## src/rtl/snm_pkg.sv

```systemverilog
package snm_pkg;
  typedef enum logic [1:0] {
    LVL_SYNC  = 2'b00,
    LVL_BLACK = 2'b01,
    LVL_WHITE = 2'b10
  } vid_lvl_e;
endpackage

```

## src/rtl/snm_line_timer.sv

```systemverilog
module snm_line_timer #(
  parameter int unsigned LINE_CLKS = 416,
  parameter int unsigned HS_CLKS   = 32,
  localparam int unsigned CW = $clog2(LINE_CLKS)
) (
  input  logic clk,
  input  logic rst,
  output logic hs_active,
  output logic hs_last
);
  logic [CW-1:0] hcnt;

  always_ff @(posedge clk) begin
    if (rst)                             hcnt <= '0;
    else if (hcnt == CW'(LINE_CLKS - 1)) hcnt <= '0;
    else                                 hcnt <= hcnt + 1'b1;
  end

  assign hs_active = (hcnt < CW'(HS_CLKS));
  assign hs_last   = (hcnt == CW'(HS_CLKS - 1));
endmodule

```

## src/rtl/snm_io_ctrl.sv

```systemverilog
module snm_io_ctrl #(
  parameter int unsigned ADDR_W       = 8,
  parameter int unsigned PORT_NMI_OFF = 'hFD,
  parameter int unsigned PORT_NMI_ON  = 'hFE
) (
  input  logic              clk,
  input  logic              rst,
  input  logic [ADDR_W-1:0] io_addr,
  input  logic              iorq_n,
  input  logic              rd_n,
  input  logic              wr_n,
  input  logic              m1_n,
  output logic              nmi_en,
  output logic              vsync
);
  logic wr_acc, rd_acc;

  assign wr_acc = !iorq_n && !wr_n && m1_n;
  assign rd_acc = !iorq_n && !rd_n && m1_n && !io_addr[0];

  always_ff @(posedge clk) begin
    if (rst) begin
      nmi_en <= 1'b0;
      vsync  <= 1'b0;
    end else if (wr_acc) begin
      vsync <= 1'b0;
      if (io_addr == ADDR_W'(PORT_NMI_OFF))     nmi_en <= 1'b0;
      else if (io_addr == ADDR_W'(PORT_NMI_ON)) nmi_en <= 1'b1;
    end else if (rd_acc && !nmi_en) begin
      vsync <= 1'b1;
    end
  end
endmodule

```

## src/rtl/snm_scan_cnt.sv

```systemverilog
module snm_scan_cnt #(
  parameter int unsigned LCNT_W = 3
) (
  input  logic              clk,
  input  logic              rst,
  input  logic              clr,
  input  logic              step,
  output logic [LCNT_W-1:0] cnt
);
  always_ff @(posedge clk) begin
    if (rst || clr) cnt <= '0;
    else if (step)  cnt <= cnt + 1'b1;
  end
endmodule

```

## src/rtl/snm_out_stage.sv

```systemverilog
module snm_out_stage
  import snm_pkg::*;
(
  input  logic       clk,
  input  logic       rst,
  input  logic       hs_active,
  input  logic       vsync,
  input  logic       nmi_en,
  input  logic       pix_black,
  output logic [1:0] video_lvl,
  output logic       nmi_n
);
  vid_lvl_e lvl_d;

  always_comb begin
    if (vsync || hs_active) lvl_d = LVL_SYNC;
    else if (pix_black)     lvl_d = LVL_BLACK;
    else                    lvl_d = LVL_WHITE;
  end

  always_ff @(posedge clk) begin
    if (rst) begin
      video_lvl <= LVL_WHITE;
      nmi_n     <= 1'b1;
    end else begin
      video_lvl <= lvl_d;
      nmi_n     <= !(nmi_en && hs_active);
    end
  end
endmodule

```

## src/rtl/sync_nmi_gen.sv

```systemverilog
module sync_nmi_gen #(
  parameter int unsigned LINE_CLKS    = 416,
  parameter int unsigned HS_CLKS      = 32,
  parameter int unsigned ADDR_W       = 8,
  parameter int unsigned PORT_NMI_OFF = 'hFD,
  parameter int unsigned PORT_NMI_ON  = 'hFE,
  parameter int unsigned LCNT_W       = 3
) (
  input  logic              clk,
  input  logic              rst,
  input  logic [ADDR_W-1:0] io_addr,
  input  logic              iorq_n,
  input  logic              rd_n,
  input  logic              wr_n,
  input  logic              m1_n,
  input  logic              pix_black,
  output logic [1:0]        video_lvl,
  output logic              nmi_n,
  output logic              line_rst,
  output logic [LCNT_W-1:0] line_cnt
);
  logic hs_active, hs_last, nmi_en, vsync;

  snm_line_timer #(.LINE_CLKS(LINE_CLKS), .HS_CLKS(HS_CLKS)) u_timer (
    .clk(clk), .rst(rst), .hs_active(hs_active), .hs_last(hs_last)
  );

  snm_io_ctrl #(.ADDR_W(ADDR_W), .PORT_NMI_OFF(PORT_NMI_OFF),
                .PORT_NMI_ON(PORT_NMI_ON)) u_io (
    .clk(clk), .rst(rst), .io_addr(io_addr), .iorq_n(iorq_n), .rd_n(rd_n),
    .wr_n(wr_n), .m1_n(m1_n), .nmi_en(nmi_en), .vsync(vsync)
  );

  snm_scan_cnt #(.LCNT_W(LCNT_W)) u_scan (
    .clk(clk), .rst(rst), .clr(vsync), .step(hs_last), .cnt(line_cnt)
  );

  snm_out_stage u_out (
    .clk(clk), .rst(rst), .hs_active(hs_active), .vsync(vsync),
    .nmi_en(nmi_en), .pix_black(pix_black), .video_lvl(video_lvl), .nmi_n(nmi_n)
  );

  assign line_rst = vsync;
endmodule

```

## config.mk

```make
export PLATFORM = sky130hd
export DESIGN_NAME = sync_nmi_gen
export DESIGN_NICKNAME = d
export VERILOG_FILES = /design/src/rtl/snm_pkg.sv /design/src/rtl/snm_line_timer.sv /design/src/rtl/snm_io_ctrl.sv /design/src/rtl/snm_scan_cnt.sv /design/src/rtl/snm_out_stage.sv /design/src/rtl/sync_nmi_gen.sv
export SDC_FILE = /design/constraint.sdc
export NUM_CORES = 1
export LEC_CHECK = 0
export BUFFER_PORTS_ARGS = -buffer_cell sky130_fd_sc_hd__buf_2
export CAP_MARGIN = 10
export CORE_MARGIN = 4
export CORE_UTILIZATION = 45
export DETAILED_ROUTE_END_ITERATION = 12
export PLACE_DENSITY = 0.73
export SETUP_SLACK_MARGIN = 0.05
export SLEW_MARGIN = 40
export SYNTH_ARGS = -nofsm -noshare
export SYNTH_HDL_FRONTEND = slang
export SYNTH_SLANG_ARGS = --single-unit
```

## constraint.sdc

```tcl
create_clock -name clk -period 2.2 [get_ports clk]
set_clock_uncertainty 0.05 [all_clocks]
set_input_delay 0 -clock clk [delete_from_list [all_inputs] [get_ports clk]]
set_output_delay 0 -clock clk [all_outputs]
set_load 0.1 [all_outputs]
```

Word level (Yosys, flattened, before mapping)
Index checks and enable logic that the tools add are counted.

cells by class
  add/subtract/negate cells = 2
  multiply operators = 0
  div/mod/pow operators = 0
  order comparisons = 1
  eq/ne operators = 4
  shifts and indexed selects = 0
  mux-type cells = 4
  bitwise logic cells = 0
  reduce and logical (&&, ||, !) cells = 20

operator list
  operator               number
  $eq A8 B8 Y1 const B   2
  $add A9 B1 Y9 const B  1
  $eq A9 B5 Y1 const B   1
  $eq A9 B9 Y1 const B   1
  $lt A9 B6 Y1 const B   1
  $logic_and A1 B1 Y1    7
  $logic_not A1 Y1       6
  $reduce_or A2 Y1       3
  $mux W2                2
  $add A3 B1 Y3 const B  1
  $logic_or A1 B1 Y1     2
  $mux W1                2
  $reduce_and A2 Y1      1
  $reduce_bool A2 Y1     1

word-level totals
  register bits after elaboration = 17
  bits in latches = 0
  bits in writable memories = 0
  bits in read-only memories = 0
  input bits = 15
  output and inout port bits = 7
  word-level logic and storage cells = 38
  memories kept = 0

Longest topological paths before layout
Gate-level depths: netlist (run 1).

  depth in word-level cells = 5
  mapped depth = 4
  mapped depth without buffers = 4

By module
Synthesis (run 1) repeated with hierarchy kept, for this count alone.

unflattened totals
  cell total of the unflattened synthesis = 83
  area, all modules = 792.0 µm²

by module, submodules not included
  module          times used  cells an instance  area an instance (µm²)  sequential area each (µm²)
  snm_line_timer  1           48                 437.9                   180.2
  snm_scan_cnt    1           11                 131.4                   60.1
  snm_io_ctrl     1           17                 128.9                   40.0
  snm_out_stage   1           7                  93.8                    60.1

Worst setup path after synthesis (run 1)
No wires, ideal clock.

  kind = register -> register
  from = register u_scan.cnt[0]
  to = register u_scan.cnt[2]
  library setup time = 0.070 ns
  arrival = 1.880 ns
  required time = 2.080 ns
  slack = 0.201 ns
  stages on the path, launching flop included = 5
  buffers on the path = 0
  clock period less this slack = 1.999 ns
  cell sequence = dfxtp_1 > ha_1 > inv_1 > or4_1 > a21oi_1

on the way
  cells in the longest elaborated chain, start to end = 1

ends and longest elaborated chain
  item                    line                RTL
  start, declared         snm_scan_cnt.sv:8   output logic [LCNT_W-1:0] cnt
  start signal, assigned  snm_scan_cnt.sv:12  else if (step) cnt <= cnt + 1'b1;
  $add A3 B1 Y3           snm_scan_cnt.sv:12

Every way passes these cells.
A chain may end at the register's enable or synchronous reset.

Worst setup path after layout (run 1)
  from = input port m1_n
  to = register u_io.nmi_en

on the way
  cells in the longest elaborated chain, start to end = 2

ends and longest elaborated chain
  item                                line                RTL
  start, declared                     sync_nmi_gen.sv:15  input logic m1_n,
  $logic_and A1 B1 Y1                 snm_io_ctrl.sv:18   assign wr_acc = !iorq_n && !wr_n && m1_n;
  $reduce_and A2 Y1 (no source line)  n/a
  end signal, assigned                snm_io_ctrl.sv:23   nmi_en <= 1'b0;
  end signal, assigned                snm_io_ctrl.sv:27   if (io_addr == ADDR_W'(PORT_NMI_OFF)) nmi_en <= 1'b0;
  end signal, assigned                snm_io_ctrl.sv:28   else if (io_addr == ADDR_W'(PORT_NMI_ON)) nmi_en <= 1'b1;
  end, declared                       snm_io_ctrl.sv:13   output logic nmi_en,

Every way passes these cells.

==> results.toml, run 1 <==
[logic_synthesis]
synth-main-ff-cell = "dfxtp_1"
syn_area_sq_um = 745.7
syn-num-nets = 101
synth_seq_cells = 17
async_reset_ff_share_pct = 0
yosys.cell_types.count = 28
yosys_warnings = 0
synth-edff-count = 0
synthCells = 84
syn_avg_cell_area_sq_um = 8.878
seq_area_frac_synth_pct = 45.64

[placement]
place_congestion = 0.7117
dp_cells = 121
dp_hpwl_um = 1143
io_buffers = 21

[setup_path]
crit_path_end_kind = "flop"
slowest_delay_ns = 0.54
critPathRequiredTime_ns = 2.38
critical_path_arrival_ns = 2.24
crit_fanout = 3
cpMaxStageDelayCell = "dlygate4sd3_1"
crit_top_cell = "dlygate4sd3_1"
start_kind = "primary input"
critPathKind = "primary input to flop"
crit_chain = "dlygate4sd3_1 > buf_2 > or3b_2 > or4_1 > nand3_1 > dlygate4sd3_1"

[clocking]
clock_latency_ns = 0.29
clkSinkCount = 17
root_buffer = "clkbuf_4"
htreeDepth = 1
cts_resized = 0
cts_tree = "built"
hold_buffers = 6
post-cts-setup-buffers = 0
clockBufferDepth = 2
clk_pin_slew_worst_paths_ns = 0.09
numCtsBuffers = 3

[routing]
drc = 0
routed_via_density = 5.397
ant_nets = 0
wl_um = 1539
dr_wl_met2_um = 713
drt-met1-wl_um = 698
drt_iter0_drc = 13
met3_length_um = 104
dr.pass1.iters = 4
maxUsedRoutingLayer = "met4"
wl_per_cell_um = 11.75
vias = 707

[cells_and_area]
n_fill_cell = 126
num_antenna_cells = 0
final_util_pct = 62.09
area_growth_pct = 28.36
nNetsFinal = 133
multi_input_area_sq_um = 371.6
final_layout_size_suffix_gt1_share_pct = 26.09
final_cells = 131
seq_area_sq_um = 340.3

[job]
max-cap-violations = 0

[sta]
finalSetupViolations = 0
fmax_mhz = 485.0
tightestPinTransition_ns = 0.4832
drv_slew = 0
period_share_pct = 93.72
hold_viol = 0
post-route-min-period_ns = 2.062
maxSlewHeadroom_pct = 67.49
final.setup.tns_ns = 0
rsz0062_at_grt = "no"

[pwr]
switching_share_pct = 23.80
power.leakage_uw = 0.0003990
p_per_area_nw_per_um2 = 562.6
p_int_uw = 410.3
vdd_drop_max_mv = 0.3048
p_total_uw = 538.5
clkPwrFrac_pct = 29.9
netSwitchingPower_uw = 128.2
combinationalPowerShare_pct = 10.6
seqPwrFrac_pct = 59.5

[global_route]
overflow = 0
grt_pass1_vias = 670
grt.total_usage_pct = 13.44
grt_max_degree = 10
grt_antenna_before_repair = 0
grt_pass1_wl_um = 2587

[floorplanning]
fp.coreArea_sq_um = 1541
initial_core_util_pct = 48.38
die_w_um = 48.71
fp-row-count = 14
dieArea_sq_um = 2373
io_pins = 22
die_h_um = 48.71

[outcome]
outcome = "completed"

[hold_path]
min_path_type = "primary input to flop"
## worst max-delay path: cells and delay by family
kind | cells | cell delay, ns
buffers and inverters | 3 | 1.16
and+or+nand+nor | 3 | 1.08
## kinds of logic after synthesis
logic type | share of synthesized area, %
flops | 45.64
buf+inv | 4.530
simple gates | 27.18
fa+ha+maj | 3.355
xor+xnor | 3.524
compound gates | 15.77
## stage by stage
step | instance area, sq um | hold WS (ns) | setup slack (ns)
floorplan | 745.7 | 0.01907 | 0.2005
global placement | 870.8 | 0.1576 | 0.5975
detailed placement | 870.8 | 0.1562 | 0.5509
CTS | 957.2 | 0.01007 | 0.1540
global route | 957.2 | 0.03024 | 0.08808
finish | 957.2 | 0.03182 | 0.1381
## power groups by stage
| stage | Clock [uW] | Sequential (uW) | Combinational, uW |
|---|---|---|---|
| 2_1_floorplan | 0 | 339 | 17.1 |
| 3_3_place_gp | 0 | 327 | 48.4 |
| 3_5_place_dp | 0 | 327 | 49.3 |
| 4_1_cts | 162 | 320 | 56.6 |
| 5_1_grt | 179 | 322 | 62.8 |
| 6_report | 161 | 320 | 56.9 |
## path summary, 6_finish.rpt
check	slack, ns	depth (start not counted)	start	end
min reg2reg	0.43	1	u_timer.hcnt[0]$_SDFF_PP0_	u_timer.hcnt[0]$_SDFF_PP0_
max reg2reg	0.54	3	u_timer.hcnt[5]$_SDFF_PP0_	u_scan.cnt[2]$_SDFFE_PP0N_
min	0.03	4	wr_n	u_io.vsync$_SDFFE_PP0P_
max	0.14	6	m1_n	u_io.nmi_en$_SDFFE_PP0P_
## cell usage after synthesis (all sizes together), types with 2 or more instances
| master | count | area (sq um) |
|---|---|---|
| dfxtp | 17 | 340.3 |
| inv | 9 | 33.78 |
| nor2 | 7 | 26.28 |
| a21oi | 6 | 30.03 |
| o21ai | 6 | 30.03 |
| or3 | 5 | 33.78 |
| nand3 | 4 | 20.02 |
| nand4 | 4 | 25.02 |
| nand2 | 3 | 11.26 |
| or4 | 3 | 26.27 |
| ha | 2 | 25.02 |
| o31ai | 2 | 15.01 |
| or3b | 2 | 17.52 |
| xnor2 | 2 | 17.52 |
## flip-flops by register name (all words and copies together) (netlist names)
| signal | count |
|---|---|
| u_io.vsync | 1 |
| u_scan.cnt | 3 |
| u_timer.hcnt | 9 |
| u_out.nmi_n | 1 |
| u_io.nmi_en | 1 |
| u_out.video_lvl | 2 |
## routing by layer
layer  vias up  global-route usage [%]
met5         -                       0
met4         0                   5.381
met3         5                   4.601
met2        18                   22.83
met1       314                   15.17
li1        370                       -
## cells in the final DEF (no fill, tap or decap), types with 2 or more instances in the layout
| cell type | netlist | routed |
|---|---|---|
| o21ai_0 | 6 | 6 |
| or3_2 | 2 | 2 |
| or3_1 | 3 | 3 |
| a21oi_1 | 6 | 6 |
| nand3_1 | 4 | 4 |
| inv_1 | 9 | 9 |
| xnor2_1 | 2 | 2 |
| dfxtp_1 | 17 | 17 |
| or3b_2 | 2 | 2 |
| o31ai_1 | 2 | 2 |
| ha_1 | 2 | 2 |
| buf_2 | 0 | 21 |
| or4_1 | 2 | 2 |
| dlygate4sd3_1 | 0 | 6 |
| nand2_1 | 3 | 3 |
| nand4_1 | 4 | 4 |
| clkbuf_4 | 0 | 3 |
| nor2_1 | 7 | 7 |
## cell type report
type	instances	share of cell area, %
clock buffer	4	2.745
tap	16	2.092
multi-input combinational	58	38.82
timing repair buffer	27	17.25
sequential	17	35.56
inverter	9	3.529
Note: power is estimated with default switching activity, not from simulation.
==> run 2, diff against run 1 <==
--- a/config.mk
+++ b/config.mk
@@ -8,9 +8,9 @@
 export BUFFER_PORTS_ARGS = -buffer_cell sky130_fd_sc_hd__buf_2
 export CAP_MARGIN = 10
 export CORE_MARGIN = 4
-export CORE_UTILIZATION = 45
+export CORE_UTILIZATION = 47
 export DETAILED_ROUTE_END_ITERATION = 12
-export PLACE_DENSITY = 0.73
+export PLACE_DENSITY = 0.76
 export SETUP_SLACK_MARGIN = 0.05
 export SLEW_MARGIN = 40
 export SYNTH_ARGS = -nofsm -noshare
==> run 2 against run 1 <==
Routed wire length up 1.8%. Non-clock buffer count up 1. Clock power rose by 3%. Sequential power about the same. Largest cell class unchanged. Largest power group unchanged.
==> results.toml, run 2 (synthesis gave the netlist of run 1 again) <==
[outcome]
outcome = "completed"

[sta]
post-route-min-period_ns = 2.070
hold_viol = 0
fmax_mhz = 483.0
maxSlewHeadroom_pct = 63.71
period_share_pct = 94.11
final.setup.tns_ns = 0
rsz0062_at_grt = "no"
drv_slew = 0
tightestPinTransition_ns = 0.5394
finalSetupViolations = 0

[cells_and_area]
num_antenna_cells = 0
multi_input_area_sq_um = 371.6
final_cell_mix = "buf_2 (21), dfxtp_1 (17), inv_1 (9), nor2_1 (7), dlygate4sd3_1 (7)"
top_register = "u_timer.hcnt"
n_fill_cell = 137
area_growth_pct = 29.87
seq_area_sq_um = 340.3
layout_commonest_cell = "buf_2"
final_layout_size_suffix_gt1_share_pct = 26.72
top_regs = "u_timer.hcnt: 9 flops, u_scan.cnt: 3 flops, u_out.video_lvl: 2 flops"
largest_reg_flops = 9
nNetsFinal = 134

[floorplanning]
fp-row-count = 14
dieArea_sq_um = 2288
initial_core_util_pct = 49.50
fp.coreArea_sq_um = 1506
io_pins = 22
die_w_um = 47.83
die_h_um = 47.83

[setup_path]
cpMaxStageDelayCell = "dlygate4sd3_1"
critPathLaunch = "m1_n"
crit_path_end_kind = "flop"
crit_family = "buffers and inverters"
r2r_start = "u_io.nmi_en$_SDFFE_PP0P_"
critPathBufInv = 3
r2r_cells = 5
crit_fanout = 3
r2r_end = "u_io.vsync$_SDFFE_PP0P_"
r2r_slack_ns = 0.30
crit_end = "u_io.nmi_en$_SDFFE_PP0P_"
start_kind = "primary input"
crit_top_cell = "dlygate4sd3_1"
slowest_delay_ns = 0.54
critPathKind = "primary input to flop"
critPathRequiredTime_ns = 2.39
path_depth = 6
critical_path_arrival_ns = 2.26
crit_chain = "dlygate4sd3_1 > buf_2 > or3b_2 > or4_1 > nand3_1 > dlygate4sd3_1"

[routing]
routed_via_density = 5.462
drt_iter0_drc = 12
ant_nets = 0
wl_per_cell_um = 11.87
dr.pass1.iters = 4
drc = 0
wl_um = 1567
vias = 721

[global_route]
grt.total_usage_pct = 16.91
grt_max_degree = 11
overflow = 0
grt_pass1_wl_um = 2691
grt_antenna_before_repair = 0
grt_pass1_vias = 705

[pwr]
p_total_uw = 544.2
power.leakage_uw = 0.0004085
p_per_area_nw_per_um2 = 561.9
switching_share_pct = 24.95
clkPwrFrac_pct = 30.5
p_int_uw = 408.5
netSwitchingPower_uw = 135.8
combinationalPowerShare_pct = 10.7
seqPwrFrac_pct = 58.8
vdd_drop_max_mv = 0.2731

[placement]
io_buffers = 21
dp_hpwl_um = 1166
place_congestion = 0.7263

[clocking]
cts_resized = 0
htreeDepth = 1
numCtsBuffers = 3
clkSinkCount = 17
clock_latency_ns = 0.29
root_buffer = "clkbuf_4"
post-cts-setup-buffers = 0
cts_tree = "built"
clk_pin_slew_worst_paths_ns = 0.10
clockBufferDepth = 2

[job]
max-cap-violations = 0

[hold_path]
worstHoldStart = "pix_black"
min_path_type = "primary input to flop"
[run 2: worst register-to-register path: stages, from the launching register on]
cell,delay (ns)
dfxtp_1,0.33
nor3_1,0.18
a31oi_1,0.10
dlygate4sd3_1,0.56
nor2_1,0.09
dlygate4sd3_1,0.54
[run 2: layout make-up]
class,count,area share [%]
clock inverter,1,0.5168
timing repair buffer,28,18.09
sequential,17,35.14
clock buffer,3,2.326
inverter,9,3.488
tap,16,2.067
multi-input combinational,58,38.37
[run 2: how the worst min path moves through the flow]
stage	to	slack, ns	cells after the start
2_1_floorplan	u_timer.hcnt[6]$_SDFF_PP0_	0.02	1
3_3_place_gp	u_out.video_lvl[1]$_SDFF_PP1_	0.16	2
3_5_place_dp	u_out.video_lvl[1]$_SDFF_PP1_	0.17	2
4_1_cts	u_out.video_lvl[1]$_SDFF_PP1_	0.39	3
5_1_grt	u_out.video_lvl[1]$_SDFF_PP1_	0.42	3
6_report	u_out.video_lvl[1]$_SDFF_PP1_	0.39	3
[run 2: power groups by stage]
| stage | sequential (uW) | clock [uW] | combinational [uW] |
|---|---|---|---|
| 2_1_floorplan | 339 | 0 | 17.1 |
| 6_report | 320 | 166 | 58.3 |
| 5_1_grt | 322 | 180 | 64.0 |
| 3_5_place_dp | 327 | 0 | 49.6 |
| 3_3_place_gp | 327 | 0 | 48.4 |
| 4_1_cts | 320 | 170 | 58.4 |
[run 2: timing repair]
action / CTS / global route
endpoints found under the hold margin: 9 / 0
setup endpoints to repair: 0 / 0
hold buffers: 7 / 0
[run 2: metal layers]
| layer | share of wire, % | vias to the layer above | GRT usage (%) | wire length, um |
|---|---|---|---|---|
| met5 | 0 | - | 0 | 0 |
| met4 | 3.0 | 0 | 11.29 | 47 |
| met3 | 4.9 | 5 | 2.256 | 76 |
| met2 | 50 | 21 | 27.70 | 777 |
| met1 | 43 | 322 | 20.36 | 666 |
| li1 | - | 373 | - | - |
[run 2: through the flow]
stage / hold WS (ns) / setup WS (ns) / util, % / std cells / instance area (sq um)
2_1_floorplan: 0.01907 / 0.2005 / - / 84 / 745.7
3_3_place_gp: 0.1576 / 0.5968 / 57.81 / 121 / 870.8
3_5_place_dp: 0.1658 / 0.5471 / 57.81 / 121 / 870.8
4_1_cts: 0.3866 / 0.1489 / 64.29 / 132 / 968.4
5_1_grt: 0.4153 / 0.06225 / 64.29 / 132 / 968.4
6_report: 0.3868 / 0.1297 / 64.29 / 132 / 968.4
==> run 3, diff against run 2 <==
--- a/config.mk
+++ b/config.mk
@@ -5,12 +5,12 @@
 export SDC_FILE = /design/constraint.sdc
 export NUM_CORES = 1
 export LEC_CHECK = 0
-export BUFFER_PORTS_ARGS = -buffer_cell sky130_fd_sc_hd__buf_2
 export CAP_MARGIN = 10
 export CORE_MARGIN = 4
 export CORE_UTILIZATION = 47
 export DETAILED_ROUTE_END_ITERATION = 12
-export PLACE_DENSITY = 0.76
+export DONT_BUFFER_PORTS = 1
+export PLACE_DENSITY = 0.64
 export SETUP_SLACK_MARGIN = 0.05
 export SLEW_MARGIN = 40
 export SYNTH_ARGS = -nofsm -noshare
==> run 3 against run 2 <==
Final cell count is 9.1% lower. Combinational power fell by 29%. Die area is the same. Flip-flop and latch count is the same. Critical path type unchanged. Register-to-register slack about the same. Final area down 2.2%. Clock power about the same. Largest power group unchanged. Fmax down 2.4%.
==> results.toml, run 3 (synthesis gave the netlist of run 1 again) <==
[outcome]
outcome = "completed"

[placement]
io_buffers = 0
place_congestion = 0.7928
placed_area_sq_um = 799.5
dp_hpwl_um = 1133

[pwr]
combinationalPowerShare_pct = 7.7
p_per_area_nw_per_um2 = 569.1
power.leakage_uw = 0.0003495
p_int_uw = 403.3
switching_share_pct = 25.17
netSwitchingPower_uw = 135.7
seqPwrFrac_pct = 61.2
vdd_drop_max_mv = 0.4313
clkPwrFrac_pct = 31.1

[clocking]
numCtsBuffers = 3
clkSinkCount = 17
htreeDepth = 1
clock_latency_ns = 0.30
cts_tree = "built"
cts_resized = 0
root_buffer = "clkbuf_4"
clk_pin_slew_worst_paths_ns = 0.10
clockBufferDepth = 2

[routing]
drt_iter0_drc = 16
drc = 0
routed_via_density = 6.033
wl_um = 1838
ant_nets = 0
dr.pass1.iters = 4
wl_per_cell_um = 15.32
vias = 724

[global_route]
grt_max_degree = 11
gr-usage-met1_pct = 19.64
grt_pass1_wl_um = 2939
grt_pass1_vias = 660
grt_busiest_layer = "met2"
met2_usage_pct = 29.02
met3_usage_pct = 9.398
overflow = 0
grt.total_usage_pct = 18.65
grt_antenna_before_repair = 0

[setup_path]
start_kind = "primary input"
critical_path_arrival_ns = 2.32
crit_family = "buffers and inverters"
critPathBufInv = 3
slowest_delay_ns = 0.60
critPathLaunch = "io_addr[6]"
critPathRequiredTime_ns = 2.40
r2r_end = "u_io.vsync$_SDFFE_PP0P_"
crit_path_end_kind = "flop"
path_depth = 6
crit_chain = "dlygate4sd3_1 > nand2_1 > dlygate4sd3_1 > or4_1 > dlygate4sd3_1 > nand3_1"
crit_end = "u_io.nmi_en$_SDFFE_PP0P_"
critPathKind = "primary input to flop"
r2r_start = "u_io.nmi_en$_SDFFE_PP0P_"
crit_fanout = 2
r2r_slack_ns = 0.29
cpMaxStageDelayCell = "dlygate4sd3_1"
r2r_cells = 5
crit_top_cell = "dlygate4sd3_1"

[sta]
finalSetupViolations = 0
final.setup.tns_ns = 0
hold_viol = 0
drv_slew = 0
tightestPinTransition_ns = 0.5364
period_share_pct = 96.46
rsz0062_at_grt = "no"
post-route-min-period_ns = 2.122
whs_ns = 0.3047
maxSlewHeadroom_pct = 63.91
fmax_mhz = 471.2

[cells_and_area]
num_antenna_cells = 0
final_cell_area_sq_um = 947.2
area_growth_pct = 27.01
top_register = "u_timer.hcnt"
top_regs = "u_timer.hcnt: 9 flops, u_scan.cnt: 3 flops, u_out.video_lvl: 2 flops"
nNetsFinal = 122
final_cell_mix = "dfxtp_1 (14), dlygate4sd3_1 (12), inv_1 (9), nor2_1 (7)"
layout_commonest_cell = "dfxtp_1"
final_layout_size_suffix_gt1_share_pct = 16.35
largest_reg_flops = 9

[floorplanning]
fp-row-count = 14
dieArea_sq_um = 2288
die_h_um = 47.83
initial_core_util_pct = 49.50
io_pins = 22
die_w_um = 47.83
fp.coreArea_sq_um = 1506

[hold_path]
min_path_type = "primary input to flop"

[job]
max-cap-violations = 0
==> run 3: cell count changes in the layout (fill, tap and decap cells not counted) <==
| cell | previous run | this run |
|---|---|---|
| dlygate4sd3_1 | 7 | 12 |
| buf_2 | 21 | 0 |
| dfxtp_1 | 17 | 14 |
| buf_4 | 0 | 4 |
| dfxtp_2 | 0 | 3 |
==> run 3: stage by stage <==
| stage | instances | power [uW] | setup WS (ns) | utilization (%) |
|---|---|---|---|---|
| after floorplan | 84 | 356.5 | 0.2005 | - |
| after global placement | 104 | 361.2 | 0.5924 | 52.82 |
| after detailed placement | 104 | 362.5 | 0.5680 | 53.07 |
| after CTS | 120 | 540.8 | 0.1429 | 62.87 |
| after global routing | 120 | 564.9 | 0.05987 | 62.87 |
| final | 120 | 539.0 | 0.07781 | 62.87 |
==> run 3: cell type report <==
type	instances	area (sq um)
clock buffer	3	22.52
clock inverter	1	5.005
fill	138	559.3
inverter	9	33.78
multi-input combinational	58	371.6
sequential	17	344.1
tap	16	20.02
timing repair buffer	16	150.1
==> run 3: power groups by stage <==
| stage | Sequential [uW] | Combinational (uW) | Clock [uW] |
|---|---|---|---|
| 2_1_floorplan | 339 | 17.1 | 0 |
| 3_3_place_gp | 337 | 24.7 | 0 |
| 3_5_place_dp | 337 | 25.5 | 0 |
| 4_1_cts | 330 | 40.0 | 171 |
| 5_1_grt | 331 | 46.5 | 187 |
| 6_report | 330 | 41.3 | 168 |
==> run 3: timing repair <==
| item | CTS | global route |
|---|---|---|
| setup buffers | 0 | 0 |
| hold buffers | 12 | 0 |
| endpoints found under the setup margin | 0 | 0 |
| endpoints found under the hold margin | 13 | 0 |
==> run 3: worst min-delay path by stage <==
stage / startpoint / to / slack [ns] / depth (start not counted)
after floorplan: rst / u_timer.hcnt[6]$_SDFF_PP0_ / 0.02 / 1
after global placement: rst / u_timer.hcnt[6]$_SDFF_PP0_ / 0.02 / 1
after detailed placement: rst / u_timer.hcnt[6]$_SDFF_PP0_ / 0.02 / 1
after CTS: pix_black / u_out.video_lvl[1]$_SDFF_PP1_ / 0.31 / 2
after global routing: pix_black / u_out.video_lvl[1]$_SDFF_PP1_ / 0.30 / 2
final: pix_black / u_out.video_lvl[1]$_SDFF_PP1_ / 0.30 / 2
==> run 3: routing by layer <==
metal  vias up  wire length, um
li1        346                -
met1       341              715
met2        27              940
met3        10              110
met4         0               72
met5         -                0
